[src/rtl/thermal_pkg.sv]
// Shared constants for the thermal threshold monitor: register addresses,
// field positions and the code width. Assumes three interrupt levels packed
// one per byte, which fixes LEVELS*CODE_W to fit a word.
package thermal_pkg;
    localparam int CODE_W      = 8;
    localparam int LEVELS      = 3;
    localparam int WORD_W      = 32;
    localparam int ADDR_W      = 3;
    localparam int STRIDE      = 4;
    localparam int FALL_BASE   = 16;
    localparam int CORE_BIT    = 0;
    localparam int TRIP_EN_BIT = 12;
    localparam int MUX_LSB     = 20;
    localparam int MUX_W       = 4;
    localparam int HW_BYTE     = 3;

    localparam logic [ADDR_W-1:0] A_CTRL = 3'd0;
    localparam logic [ADDR_W-1:0] A_RISE = 3'd1;
    localparam logic [ADDR_W-1:0] A_FALL = 3'd2;
    localparam logic [ADDR_W-1:0] A_IEN  = 3'd3;
    localparam logic [ADDR_W-1:0] A_PEND = 3'd4;
    localparam logic [ADDR_W-1:0] A_CLR  = 3'd5;

    typedef logic [CODE_W-1:0] code_t;
endpackage

[src/rtl/thermal_regfile.sv]
// Register file of the monitor: holds control, level and enable settings,
// decodes clear pulses and muxes read data. Assumes single-cycle write strobes;
// pending flags live in the level cells and only come in for read-back.
module thermal_regfile
    import thermal_pkg::*;
(
    input  logic                          clk,
    input  logic                          rst_n,
    input  logic                          wr,
    input  logic [ADDR_W-1:0]             addr,
    input  logic [WORD_W-1:0]             wdata,
    input  logic [WORD_W-1:0]             pend_word,
    output logic [WORD_W-1:0]             rdata,
    output logic                          core_en,
    output logic                          trip_en,
    output logic [MUX_W-1:0]              mux_sel,
    output logic [LEVELS-1:0][CODE_W-1:0] rise_thr,
    output logic [LEVELS-1:0][CODE_W-1:0] fall_thr,
    output logic [CODE_W-1:0]             hw_thr,
    output logic [LEVELS-1:0]             rise_en,
    output logic [LEVELS-1:0]             fall_en,
    output logic [LEVELS-1:0]             clr_rise,
    output logic [LEVELS-1:0]             clr_fall
);
    localparam int FALL_W = LEVELS * CODE_W;

    logic [WORD_W-1:0] rise_q;
    logic [FALL_W-1:0] fall_q;
    logic [WORD_W-1:0] ctrl_rd;
    logic [WORD_W-1:0] ien_rd;

    // Control and threshold storage, written by full-word writes.
    always_ff @(posedge clk) begin
        if (!rst_n) begin
            core_en <= 1'b0;
            trip_en <= 1'b0;
            mux_sel <= '0;
            rise_q  <= '0;
            fall_q  <= '0;
        end else if (wr) begin
            if (addr == A_CTRL) begin
                core_en <= wdata[CORE_BIT];
                trip_en <= wdata[TRIP_EN_BIT];
                mux_sel <= wdata[MUX_LSB +: MUX_W];
            end
            if (addr == A_RISE) rise_q <= wdata;
            if (addr == A_FALL) fall_q <= wdata[FALL_W-1:0];
        end
    end

    generate
        for (genvar n = 0; n < LEVELS; n++) begin : g_lvl
            localparam int RP = n * STRIDE;
            localparam int FP = FALL_BASE + n * STRIDE;

            // Per-level enable bits at the strided positions.
            always_ff @(posedge clk) begin
                if (!rst_n) begin
                    rise_en[n] <= 1'b0;
                    fall_en[n] <= 1'b0;
                end else if (wr && addr == A_IEN) begin
                    rise_en[n] <= wdata[RP];
                    fall_en[n] <= wdata[FP];
                end
            end

            assign rise_thr[n] = rise_q[n*CODE_W +: CODE_W];
            assign fall_thr[n] = fall_q[n*CODE_W +: CODE_W];
            assign clr_rise[n] = wr && (addr == A_CLR) && wdata[RP];
            assign clr_fall[n] = wr && (addr == A_CLR) && wdata[FP];
        end
    endgenerate

    assign hw_thr = rise_q[HW_BYTE*CODE_W +: CODE_W];

    // Assemble the read images of control and enable registers.
    always_comb begin
        ctrl_rd = '0;
        ctrl_rd[CORE_BIT] = core_en;
        ctrl_rd[TRIP_EN_BIT] = trip_en;
        ctrl_rd[MUX_LSB +: MUX_W] = mux_sel;
        ien_rd = '0;
        for (int i = 0; i < LEVELS; i++) begin
            ien_rd[i*STRIDE] = rise_en[i];
            ien_rd[FALL_BASE + i*STRIDE] = fall_en[i];
        end
    end

    // Read-data multiplexer; the clear register and holes read zero.
    always_comb begin
        rdata = '0;
        case (addr)
            A_CTRL:  rdata = ctrl_rd;
            A_RISE:  rdata = rise_q;
            A_FALL:  rdata = {{(WORD_W-FALL_W){1'b0}}, fall_q};
            A_IEN:   rdata = ien_rd;
            A_PEND:  rdata = pend_word;
            default: rdata = '0;
        endcase
    end
endmodule

[src/rtl/thermal_level.sv]
// One interrupt level: rising and falling pending flags plus an arm bit.
// Assumes sample_ok already combines core enable and valid; a sample that
// sets a flag beats a clear pulse in the same cycle.
module thermal_level
    import thermal_pkg::*;
(
    input  logic  clk,
    input  logic  rst_n,
    input  logic  sample_ok,
    input  code_t code,
    input  code_t rise_thr,
    input  code_t fall_thr,
    input  logic  clr_rise,
    input  logic  clr_fall,
    output logic  rise_pend,
    output logic  fall_pend
);
    logic armed;
    logic rise_hit;
    logic fall_hit;

    assign rise_hit = sample_ok && (code >= rise_thr);
    assign fall_hit = sample_ok && armed && (code < fall_thr);

    // Flags set on events, clear on write-one; the fall event disarms first.
    always_ff @(posedge clk) begin
        if (!rst_n) begin
            armed     <= 1'b0;
            rise_pend <= 1'b0;
            fall_pend <= 1'b0;
        end else begin
            armed     <= fall_hit ? 1'b0 : (rise_hit ? 1'b1 : armed);
            rise_pend <= rise_hit | (rise_pend & ~clr_rise);
            fall_pend <= fall_hit | (fall_pend & ~clr_fall);
        end
    end
endmodule

[src/rtl/thermal_trip.sv]
// Sticky hardware thermal trip. Assumes sample_ok combines core enable and
// valid; once set, only reset releases it.
module thermal_trip
    import thermal_pkg::*;
(
    input  logic  clk,
    input  logic  rst_n,
    input  logic  sample_ok,
    input  logic  trip_en,
    input  code_t code,
    input  code_t hw_thr,
    output logic  trip
);
    // Latch the trip on the first qualifying sample.
    always_ff @(posedge clk) begin
        if (!rst_n) trip <= 1'b0;
        else if (sample_ok && trip_en && (code >= hw_thr)) trip <= 1'b1;
    end
endmodule

[src/rtl/thermal_irq_monitor.sv]
// Top of the thermal threshold interrupt monitor. Ties the register file,
// one cell per level and the trip latch together and forms the interrupt.
// Assumes samples and register accesses are synchronous to clk.
module thermal_irq_monitor
    import thermal_pkg::*;
(
    input  logic              clk,
    input  logic              rst_n,
    input  logic              temp_valid,
    input  logic [7:0]        temp_code,
    input  logic              reg_wr,
    input  logic [2:0]        reg_addr,
    input  logic [31:0]       reg_wdata,
    output logic [31:0]       reg_rdata,
    output logic              irq,
    output logic              trip_out,
    output logic [3:0]        sensor_sel
);
    logic                          core_en;
    logic                          trip_en;
    logic                          sample_ok;
    logic [LEVELS-1:0][CODE_W-1:0] rise_thr;
    logic [LEVELS-1:0][CODE_W-1:0] fall_thr;
    logic [CODE_W-1:0]             hw_thr;
    logic [LEVELS-1:0]             rise_en;
    logic [LEVELS-1:0]             fall_en;
    logic [LEVELS-1:0]             clr_rise;
    logic [LEVELS-1:0]             clr_fall;
    logic [LEVELS-1:0]             rise_pend;
    logic [LEVELS-1:0]             fall_pend;
    logic [WORD_W-1:0]             pend_word;

    assign sample_ok = core_en && temp_valid;

    thermal_regfile i_regs (
        .clk       (clk),
        .rst_n     (rst_n),
        .wr        (reg_wr),
        .addr      (reg_addr),
        .wdata     (reg_wdata),
        .pend_word (pend_word),
        .rdata     (reg_rdata),
        .core_en   (core_en),
        .trip_en   (trip_en),
        .mux_sel   (sensor_sel),
        .rise_thr  (rise_thr),
        .fall_thr  (fall_thr),
        .hw_thr    (hw_thr),
        .rise_en   (rise_en),
        .fall_en   (fall_en),
        .clr_rise  (clr_rise),
        .clr_fall  (clr_fall)
    );

    generate
        for (genvar n = 0; n < LEVELS; n++) begin : g_level
            thermal_level i_level (
                .clk       (clk),
                .rst_n     (rst_n),
                .sample_ok (sample_ok),
                .code      (temp_code),
                .rise_thr  (rise_thr[n]),
                .fall_thr  (fall_thr[n]),
                .clr_rise  (clr_rise[n]),
                .clr_fall  (clr_fall[n]),
                .rise_pend (rise_pend[n]),
                .fall_pend (fall_pend[n])
            );
        end
    endgenerate

    thermal_trip i_trip (
        .clk       (clk),
        .rst_n     (rst_n),
        .sample_ok (sample_ok),
        .trip_en   (trip_en),
        .code      (temp_code),
        .hw_thr    (hw_thr),
        .trip      (trip_out)
    );

    // Place the level flags at their strided bit positions.
    always_comb begin
        pend_word = '0;
        for (int i = 0; i < LEVELS; i++) begin
            pend_word[i*STRIDE] = rise_pend[i];
            pend_word[FALL_BASE + i*STRIDE] = fall_pend[i];
        end
    end

    // Interrupt: any flag that is pending and enabled.
    assign irq = |{rise_pend & rise_en, fall_pend & fall_en};
endmodule

[config.mk]
export PLATFORM = sky130hd
export DESIGN_NAME = thermal_irq_monitor
export DESIGN_NICKNAME = d
export VERILOG_FILES = /design/src/rtl/thermal_pkg.sv /design/src/rtl/thermal_regfile.sv /design/src/rtl/thermal_level.sv /design/src/rtl/thermal_trip.sv /design/src/rtl/thermal_irq_monitor.sv
export SDC_FILE = /design/constraint.sdc
export NUM_CORES = 1
export LEC_CHECK = 0
export BUFFER_PORTS_ARGS = -buffer_cell sky130_fd_sc_hd__buf_2
export CAP_MARGIN = 40
export CORE_ASPECT_RATIO = 1.2
export CORE_MARGIN = 1
export CORE_UTILIZATION = 55
export CTS_CLUSTER_DIAMETER = 40
export DETAILED_ROUTE_END_ITERATION = 8
export GPL_TIMING_DRIVEN = 0
export PLACE_DENSITY = 0.79
export SLEW_MARGIN = 30
export SYNTH_ARGS = -nofsm -noshare
export SYNTH_HDL_FRONTEND = slang
export SYNTH_HIERARCHICAL = 1
export SYNTH_SLANG_ARGS = --single-unit
[constraint.sdc]
create_clock -name clk -period 1.98 [get_ports clk]
set_input_delay 0.099 -clock clk [delete_from_list [all_inputs] [get_ports clk]]
set_output_delay 0.099 -clock clk [all_outputs]
set_load 0.02 [all_outputs]
[Word level (Yosys, flattened, before mapping)]
Index checks and enable logic that the tools add are counted.
Operators by class
  multiplexer cells: 1
  $lt $le $gt $ge: 7
  reductions and logical operators: 28
  bitwise logic cells: 21
  eq/ne operators: 5
Operators by type and width (count)
  one-hot mux 32 bit (5 select lines): 1
  >= comparator 8 bit: 4
  < comparator 8 bit: 3
  logical AND 1 bit: 20
  inverter 1 bit: 7
  AND 1 bit: 6
  AND 3 bit: 2
  == test 3 x 2 -> 1 bit, second input constant: 2
  == test 3 bit, second input constant: 2
  OR 1 bit: 6
  AND reduction 2 bit: 3
  OR reduction 2 bit: 3
  OR reduction 6 bit: 1
  == test 3 x 1 -> 1 bit, second input constant: 1
  zero test 3 bit: 1
Storage, ports and cells
  output and inout bits: 38
  word-level logic and storage cells: 83
  bits in registers: 78
  bits of input ports: 47

[Longest topological paths before layout]
Gate-level depths: netlist of the first run.
  depth in word-level cells: 6
  depth in mapped cells: 6
  mapped depth without buffers: 6

[Modules after synthesis]
Netlist of the first run, hierarchy kept.
By module, submodules not included
  thermal_regfile: instances 1, cells an instance 412, sequential area each 1361.3 µm², area an instance 3352.0 µm²
  thermal_level: instances 3, cells an instance 64, sequential area each 60.1 µm², area an instance 491.7 µm²
  thermal_trip: instances 1, cells an instance 28, sequential area each 20.0 µm², area an instance 257.7 µm²
  thermal_irq_monitor: instances 1, cells an instance 6, sequential area each 0.0 µm², area an instance 37.5 µm²

[Worst setup path after synthesis of the first run]
OpenSTA, ideal clock, no wires.
  path kind: reg-to-reg
  from: register i_regs.rise_q[24]
  to: register i_trip.trip
  path buffers: 0
  cell stages (with the launch flop): 6
  required time: 1860 ps
  setup time: 120 ps
  clock period less this slack: 1422 ps
  slack: 558 ps
  data arrival time: 1303 ps
  cells stage by stage: dfxtp_1 ha_1 nand2b_4 a2111oi_4 o221a_1 nor3b_2
On the way
  word-level cells in the longest chain between the ends: 2
RTL lines
  start, declared: RTL line thermal_regfile.sv:27  | logic [WORD_W-1:0] rise_q;
  start signal, assigned: RTL line thermal_regfile.sv:46  | if (addr == A_RISE) rise_q <= wdata;
  >= comparator 8 bit: RTL line thermal_trip.sv:17  | else if (sample_ok && trip_en && (code >= hw_thr)) trip <= 1'b1;
  logical AND 1 bit: RTL line thermal_trip.sv:17
  end signal, assigned: RTL line thermal_trip.sv:16  | if (!rst_n) trip <= 1'b0;
  end signal, assigned: RTL line thermal_trip.sv:17
  end, declared: RTL line thermal_trip.sv:12  | output logic trip
Every way passes these cells.
A chain may end at the register's enable or synchronous reset.

[Final worst setup path of the first run]
  from: input port reg_addr[2]
  to: output port reg_rdata[19]
On the way
  word-level cells in the longest chain between the ends: 2
  elaborated cells between the ends (all ways): 6
  classes of those cells: eq/ne (4); mux (1); reduce/logical (1)
RTL lines
  start, declared: RTL line thermal_irq_monitor.sv:12  | input logic [2:0] reg_addr,
  == test 3 bit (tied with other cells): RTL line thermal_regfile.sv:92  | case (addr)
  one-hot mux 32 bit (5 select lines) (*): RTL line thermal_regfile.sv:92
  end, declared: RTL line thermal_irq_monitor.sv:14  | output logic [31:0] reg_rdata,
Every way passes the cells marked *; elsewhere a longest branch is shown, timed or not.

==> flow_metrics.env, run 1 <==
export IMPL_drt_pass1_iter_count=5
export IMPL_die_width_um=90.1
export IMPL_place_port_buffers=83
export IMPL_final_setup_tns_ns=0
export IMPL_seq_area_um2=1560
export IMPL_worst_pin_slew_ns=0.657
export IMPL_fp_dieArea_um2=9700
export IMPL_outcome="complete, no violations"
export IMPL_crit_required_ns=1.88
export IMPL_cts_sinks=78
export IMPL_slew_limit_headroom=0.560
export IMPL_synth_seq_cells=78
export IMPL_setup_viol=0
export IMPL_layout_common_cells="nand2_1 (141), buf_2 (96), dfxtp_1 (78)"
export IMPL_post_drt_wl_per_cell_um=18.2
export IMPL_period_minus_slack_ns=1.87
export IMPL_rows=38
export IMPL_grt_pass1_wl_um=25800
export IMPL_rsz0062_at_grt="no"
export IMPL_clock_root_buffer="clkbuf_8"
export IMPL_drc=0
export IMPL_end_kind="output port"
export IMPL_multi_input_area_um2=3220
export IMPL_fin_crit_sh=0.942
export IMPL_htreeDepth=3
export IMPL_grt_pass1_vias=5238
export IMPL_hold_viol=0
export IMPL_via_per_inst=5.79
export IMPL_drv_slew=0
export IMPL_finalClockSkew_ns=0.0129
export IMPL_drt_total_wl_um=16400
export IMPL_core_area_um2=9030
export IMPL_clk_pin_slew_ns=0.08
export IMPL_final_common_cell="nand2_1"
export IMPL_power_leakage_nw=2.53
export IMPL_yosysSeqAreaShare=0.305
export IMPL_area_growth_syn_to_layout_pct=20.7
export IMPL_cts_tree="built"
export IMPL_io_pins=85
export IMPL_yosysWarningCount=6
export IMPL_dpl_hpwl_um=11700
export IMPL_post_place_cells=866
export IMPL_stdcell_area_um2=6180
export IMPL_n_fill_cell=774
export IMPL_num_vias=5218
export IMPL_stdcell_count=901
export IMPL_ir_drop_v=0.000339
export IMPL_arrival_ns=1.77
export IMPL_hp_class="input pin to flop"
export IMPL_drive_gt1_frac=0.178
export IMPL_gp_congestion=0.948
export IMPL_fin_nets=876
export IMPL_synthArstFlopShare=0
export IMPL_cts_resized_gates=0
export IMPL_drv_cap=0
export IMPL_ctsLongestPathBuffers=2
export IMPL_ant_nets=0
export IMPL_grtUsageTotal=0.346
export IMPL_synth_edff_count=0
export IMPL_p_per_area_nw_per_um2=577
export IMPL_insertedDiodeCount=0
export IMPL_post_synth_num_cell_types=45
export IMPL_crit_type="input pin to output port"
export IMPL_place_area_um2=5780
export IMPL_die_y_um=108
export IMPL_worstSkewPairLatency_ns=0.36
export IMPL_synthFlopType="dfxtp_1"
export IMPL_cts_made_buffers=9
export IMPL_gr_total_overflow=0
export IMPL_synth_area_per_cell_um2=8.03
export IMPL_crit_path_start_kind="input pin"
export IMPL_synth_cells=638
export IMPL_grt_max_degree=13
export IMPL_max_freq_ghz=0.536
export IMPL_synth_area_um2=5120
export IMPL_drt_initial_drc_count=386
export IMPL_crit_fanout=10
export IMPL_initial_core_util=0.567
export IMPL_antenna_found_initial=0
[metrics by stage]
stage,power (mW),hold WS [ns],setup WS (ns),utilization
2_1_floorplan,1.99,0.217,0.558,-
3_3_place_gp,2.19,0.348,0.0433,0.640
3_5_place_dp,2.21,0.358,0.000399,0.640
4_1_cts,3.56,0.000131,0.000818,0.684
5_1_grt,3.71,0.0128,0.0861,0.685
6_report,3.57,0.0102,0.114,0.685
[critical path: stages]
cell,delay (ns)
buf_2,0.13
buf_2,0.19
nor2b_1,0.13
buf_2,0.25
buf_2,0.32
a22oi_1,0.13
o21ai_0,0.27
buf_2,0.23
[sequential cells by signal, indices dropped and copies added (netlist names), 3 cells and up]
register,count
i_regs/rise_q,32
i_regs/mux_sel,4
i_regs/fall_thr,24
i_regs/fall_en,3
g_level.i_level/rise_pend,3
g_level.i_level/armed,3
g_level.i_level/fall_pend,3
i_regs/rise_en,3
[timing repair]
action,in CTS,in global routing
hold buffers,18,0
setup buffers,0,0
endpoints found under the hold margin,26,0
[worst paths after layout]
kind / startpoint / endpoint / slack, ns / cells past startpoint
worst min register to register: g_level[1].i_level/armed / g_level[1].i_level/armed / 0.47 / 2
worst min-delay path: reg_wdata[6] / i_regs/rise_q[6] / 0.01 / 3
worst max-delay path: reg_addr[2] / reg_rdata[19] / 0.11 / 8
worst max register to register: i_regs/core_en / g_level[1].i_level/armed / 0.32 / 5
[power breakdown]
part | total, mW | switching (mW) | internal (mW)
clock network | 1.35 | 0.607 | 0.742
registers | 1.62 | 0.0264 | 1.60
logic | 0.597 | 0.358 | 0.240
[layer usage]
metal	GRT usage	wire [um]	vias to the layer above
li1	-	-	2435
met1	0.399	6340	2459
met2	0.596	7800	262
met3	0.0749	1490	62
met4	0.191	728	0
met5	0	0	-
[kinds of logic (layout without fill, tap and decap cells)]
kind of cell | Yosys count | in the layout | synth area share
other | 1 | 26 | 0.000732
adder cells (fa/ha/maj) | 53 | 53 | 0.129
AO/OA/AOI/OAI | 164 | 164 | 0.230
buffers and inverters | 102 | 220 | 0.0852
multiplexers | 21 | 21 | 0.0425
flip-flops | 78 | 78 | 0.305
AND/OR/NAND/NOR | 219 | 219 | 0.208
[synthesized netlist by cell type, types with 2 or more instances]
cell type,n,area share
nand2_1,141,0.10
inv_1,66,0.048
nand2b_4,4,0.011
nor2b_1,19,0.023
nor3_1,9,0.0088
nor3b_1,3,0.0044
dfxtp_1,78,0.30
a31oi_1,3,0.0037
buf_2,13,0.013
o211ai_1,7,0.010
a22oi_1,35,0.051
a21oi_2,3,0.0051
o31ai_1,3,0.0044
o21a_1,4,0.0059
a2111o_1,3,0.0066
clkbuf_1,14,0.010
ha_1,53,0.13
buf_4,8,0.012
nand4bb_1,2,0.0044
and3b_1,3,0.0051
and2_1,7,0.0085
nor2_1,15,0.011
and3_1,2,0.0024
mux2i_1,15,0.029
o22ai_1,7,0.0085
a21boi_1,11,0.016
a311oi_1,3,0.0051
a21oi_1,9,0.0088
nand3_1,4,0.0039
nor3b_2,2,0.0049
nand2b_1,4,0.0049
o21ai_0,26,0.025
mux2_2,6,0.013
a21boi_0,45,0.066
[layout make-up]
class	count	area share
plain buffers	36	0.0305
clock buffers	12	0.0235
clock inverters	4	0.0113
well taps	120	0.0243
multi-input cells	483	0.520
flip-flops and latches	78	0.252
inverters	66	0.0401
repair buffers	102	0.0975
No activity file was read; power rests on OpenSTA's default activity.
==> inputs of run 2 (changes only) <==
Settings changed: CORE_ASPECT_RATIO 1.2 to 2, SETUP_SLACK_MARGIN from default to 0.5.
==> flow_metrics.env, run 2 (same netlist as run 1, synthesis figures left out) <==
export IMPL_io_pins=85
export IMPL_rows=49
export IMPL_grt_max_degree=15
export IMPL_grt_pass1_wl_um=26500
export IMPL_slew_limit_headroom=0.461
export IMPL_gr_total_overflow=0
export IMPL_clock_root_buffer="clkbuf_16"
export IMPL_outcome="complete, no violations"
export IMPL_grt_pass1_vias=5239
export IMPL_drt_initial_drc_count=308
export IMPL_stdcell_count=877
export IMPL_final_setup_tns_ns=0
export IMPL_ir_drop_v=0.000787
export IMPL_cts_made_buffers=9
export IMPL_arrival_ns=1.77
export IMPL_worstSkewPairLatency_ns=0.34
export IMPL_post_place_cells=849
export IMPL_place_area_um2=5770
export IMPL_p_total_mw=3.99
export IMPL_seq_area_um2=1610
export IMPL_post_drt_wl_per_cell_um=20.6
export IMPL_cts_sinks=78
export IMPL_gp_congestion=0.942
export IMPL_largest_reg_flops=32
export IMPL_initial_core_util=0.568
export IMPL_drt_pass1_iter_count=5
export IMPL_rsz0062_at_grt="yes"
export IMPL_setup_viol=0
export IMPL_worst_pin_slew_ns=0.809
export IMPL_top_register="i_regs/rise_q"
export IMPL_hold_viol=0
export IMPL_drive_gt1_frac=0.303
export IMPL_drv_cap=0
export IMPL_dpl_hpwl_um=12500
export IMPL_fin_nets=870
export IMPL_ctsLongestPathBuffers=2
export IMPL_crit_required_ns=2.19
export IMPL_final_common_cell="nand2_1"
export IMPL_die_width_um=70.2
export IMPL_ant_nets=0
export IMPL_grt_busiest_layer="met2"
export IMPL_max_freq_ghz=0.643
export IMPL_fp_dieArea_um2=9730
export IMPL_crit_path_start_kind="flop"
export IMPL_via_per_inst=5.98
export IMPL_grt_util_met2=0.649
export IMPL_htreeDepth=3
export IMPL_antenna_found_initial=0
export IMPL_hp_class="input pin to flop"
export IMPL_end_kind="flop"
export IMPL_crit_fanout=3
export IMPL_final_util=0.735
export IMPL_core_area_um2=9010
export IMPL_power_leakage_nw=2.62
export IMPL_layout_common_cells="nand2_1 (140), buf_2 (84), inv_1 (59)"
export IMPL_drt_total_wl_um=18000
export IMPL_drv_slew=0
export IMPL_use_met3=0.0598
export IMPL_area_growth_syn_to_layout_pct=29.3
export IMPL_drc=0
export IMPL_num_vias=5241
export IMPL_die_y_um=138
export IMPL_grtUsageMet1=0.361
export IMPL_fin_crit_sh=0.786
export IMPL_finalClockSkew_ns=0.00866
export IMPL_grtUsageTotal=0.360
export IMPL_n_fill_cell=673
export IMPL_stdcell_area_um2=6620
export IMPL_crit_type="flop to flop"
export IMPL_place_port_buffers=83
export IMPL_period_minus_slack_ns=1.56
export IMPL_insertedDiodeCount=0
export IMPL_clk_pin_slew_ns=0.07
export IMPL_p_per_area_nw_per_um2=602
export IMPL_multi_input_area_um2=3570
export IMPL_cts_tree="built"
-- run 2: cell types whose count changed in the layout (fill, tap and decap cells not counted), moves of 12 or more --
cell | previous run | this run
buf_4 | 9 | 23
ha_1 | 53 | 40
dfxtp_2 | 0 | 29
o21ai_1 | 0 | 15
dlygate4sd3_1 | 18 | 2
o21ai_0 | 26 | 10
ha_4 | 0 | 12
buf_2 | 96 | 84
dfxtp_1 | 78 | 47
-- run 2: final timing paths --
path | to | from | depth (start not counted) | slack (ns)
worst min register to register | i_regs/rise_q[17] | i_regs/rise_q[17] | 2 | 0.47
worst max-delay path | g_level[0].i_level/armed | i_regs/rise_q[0] | 5 | 0.42
worst min-delay path | i_regs/rise_q[25] | reg_wdata[25] | 3 | 0.004
worst max register to register | g_level[0].i_level/armed | i_regs/rise_q[0] | 5 | 0.42
-- run 2: through the flow --
| step | hold slack [ns] | setup slack, ns |
|---|---|---|
| floorplan | 0.217 | 0.558 |
| global placement | 0.349 | -0.00589 |
| detailed placement | 0.360 | 0.195 |
| CTS | 0.00101 | 0.475 |
| global route | 0.0101 | 0.384 |
| finish | 0.00427 | 0.424 |
-- run 2: repair_timing --
action / CTS / global route
endpoints found under the setup margin: 35 / 28
pin swaps: 14 / 34
hold endpoints to repair: 1 / 1
hold buffers: 1 / 1
buffers inserted: 5 / 5
resized for setup: 55 / 77
-- run 2: report_power, final --
group	internal (mW)	switching [mW]	total, mW
combinational	0.273	0.411	0.683
clock	0.978	0.699	1.68
sequential	1.60	0.0263	1.63
-- run 2: layer usage --
metal | part of all wire | wire [um]
met1 | 0.36 | 6480
met2 | 0.52 | 9350
met3 | 0.057 | 1030
met4 | 0.065 | 1180
met5 | 0 | 0
-- run 2: final cells by class --
| cell class | instances | area share |
|---|---|---|
| multi-input combinational | 483 | 0.538 |
| clock buffer | 9 | 0.0340 |
| sequential | 78 | 0.242 |
| tap | 102 | 0.0193 |
| buffer | 36 | 0.0353 |
| inverter | 66 | 0.0374 |
| clock inverter | 7 | 0.0113 |
| timing repair buffer | 96 | 0.0820 |
-- run 2: critical path, cell delays in order (launching register included) --
cell and delay (ns):
dfxtp_1 0.34, ha_1 0.33, nor3b_2 0.22, nor2_1 0.10, o31ai_2 0.29, a311oi_2 0.14
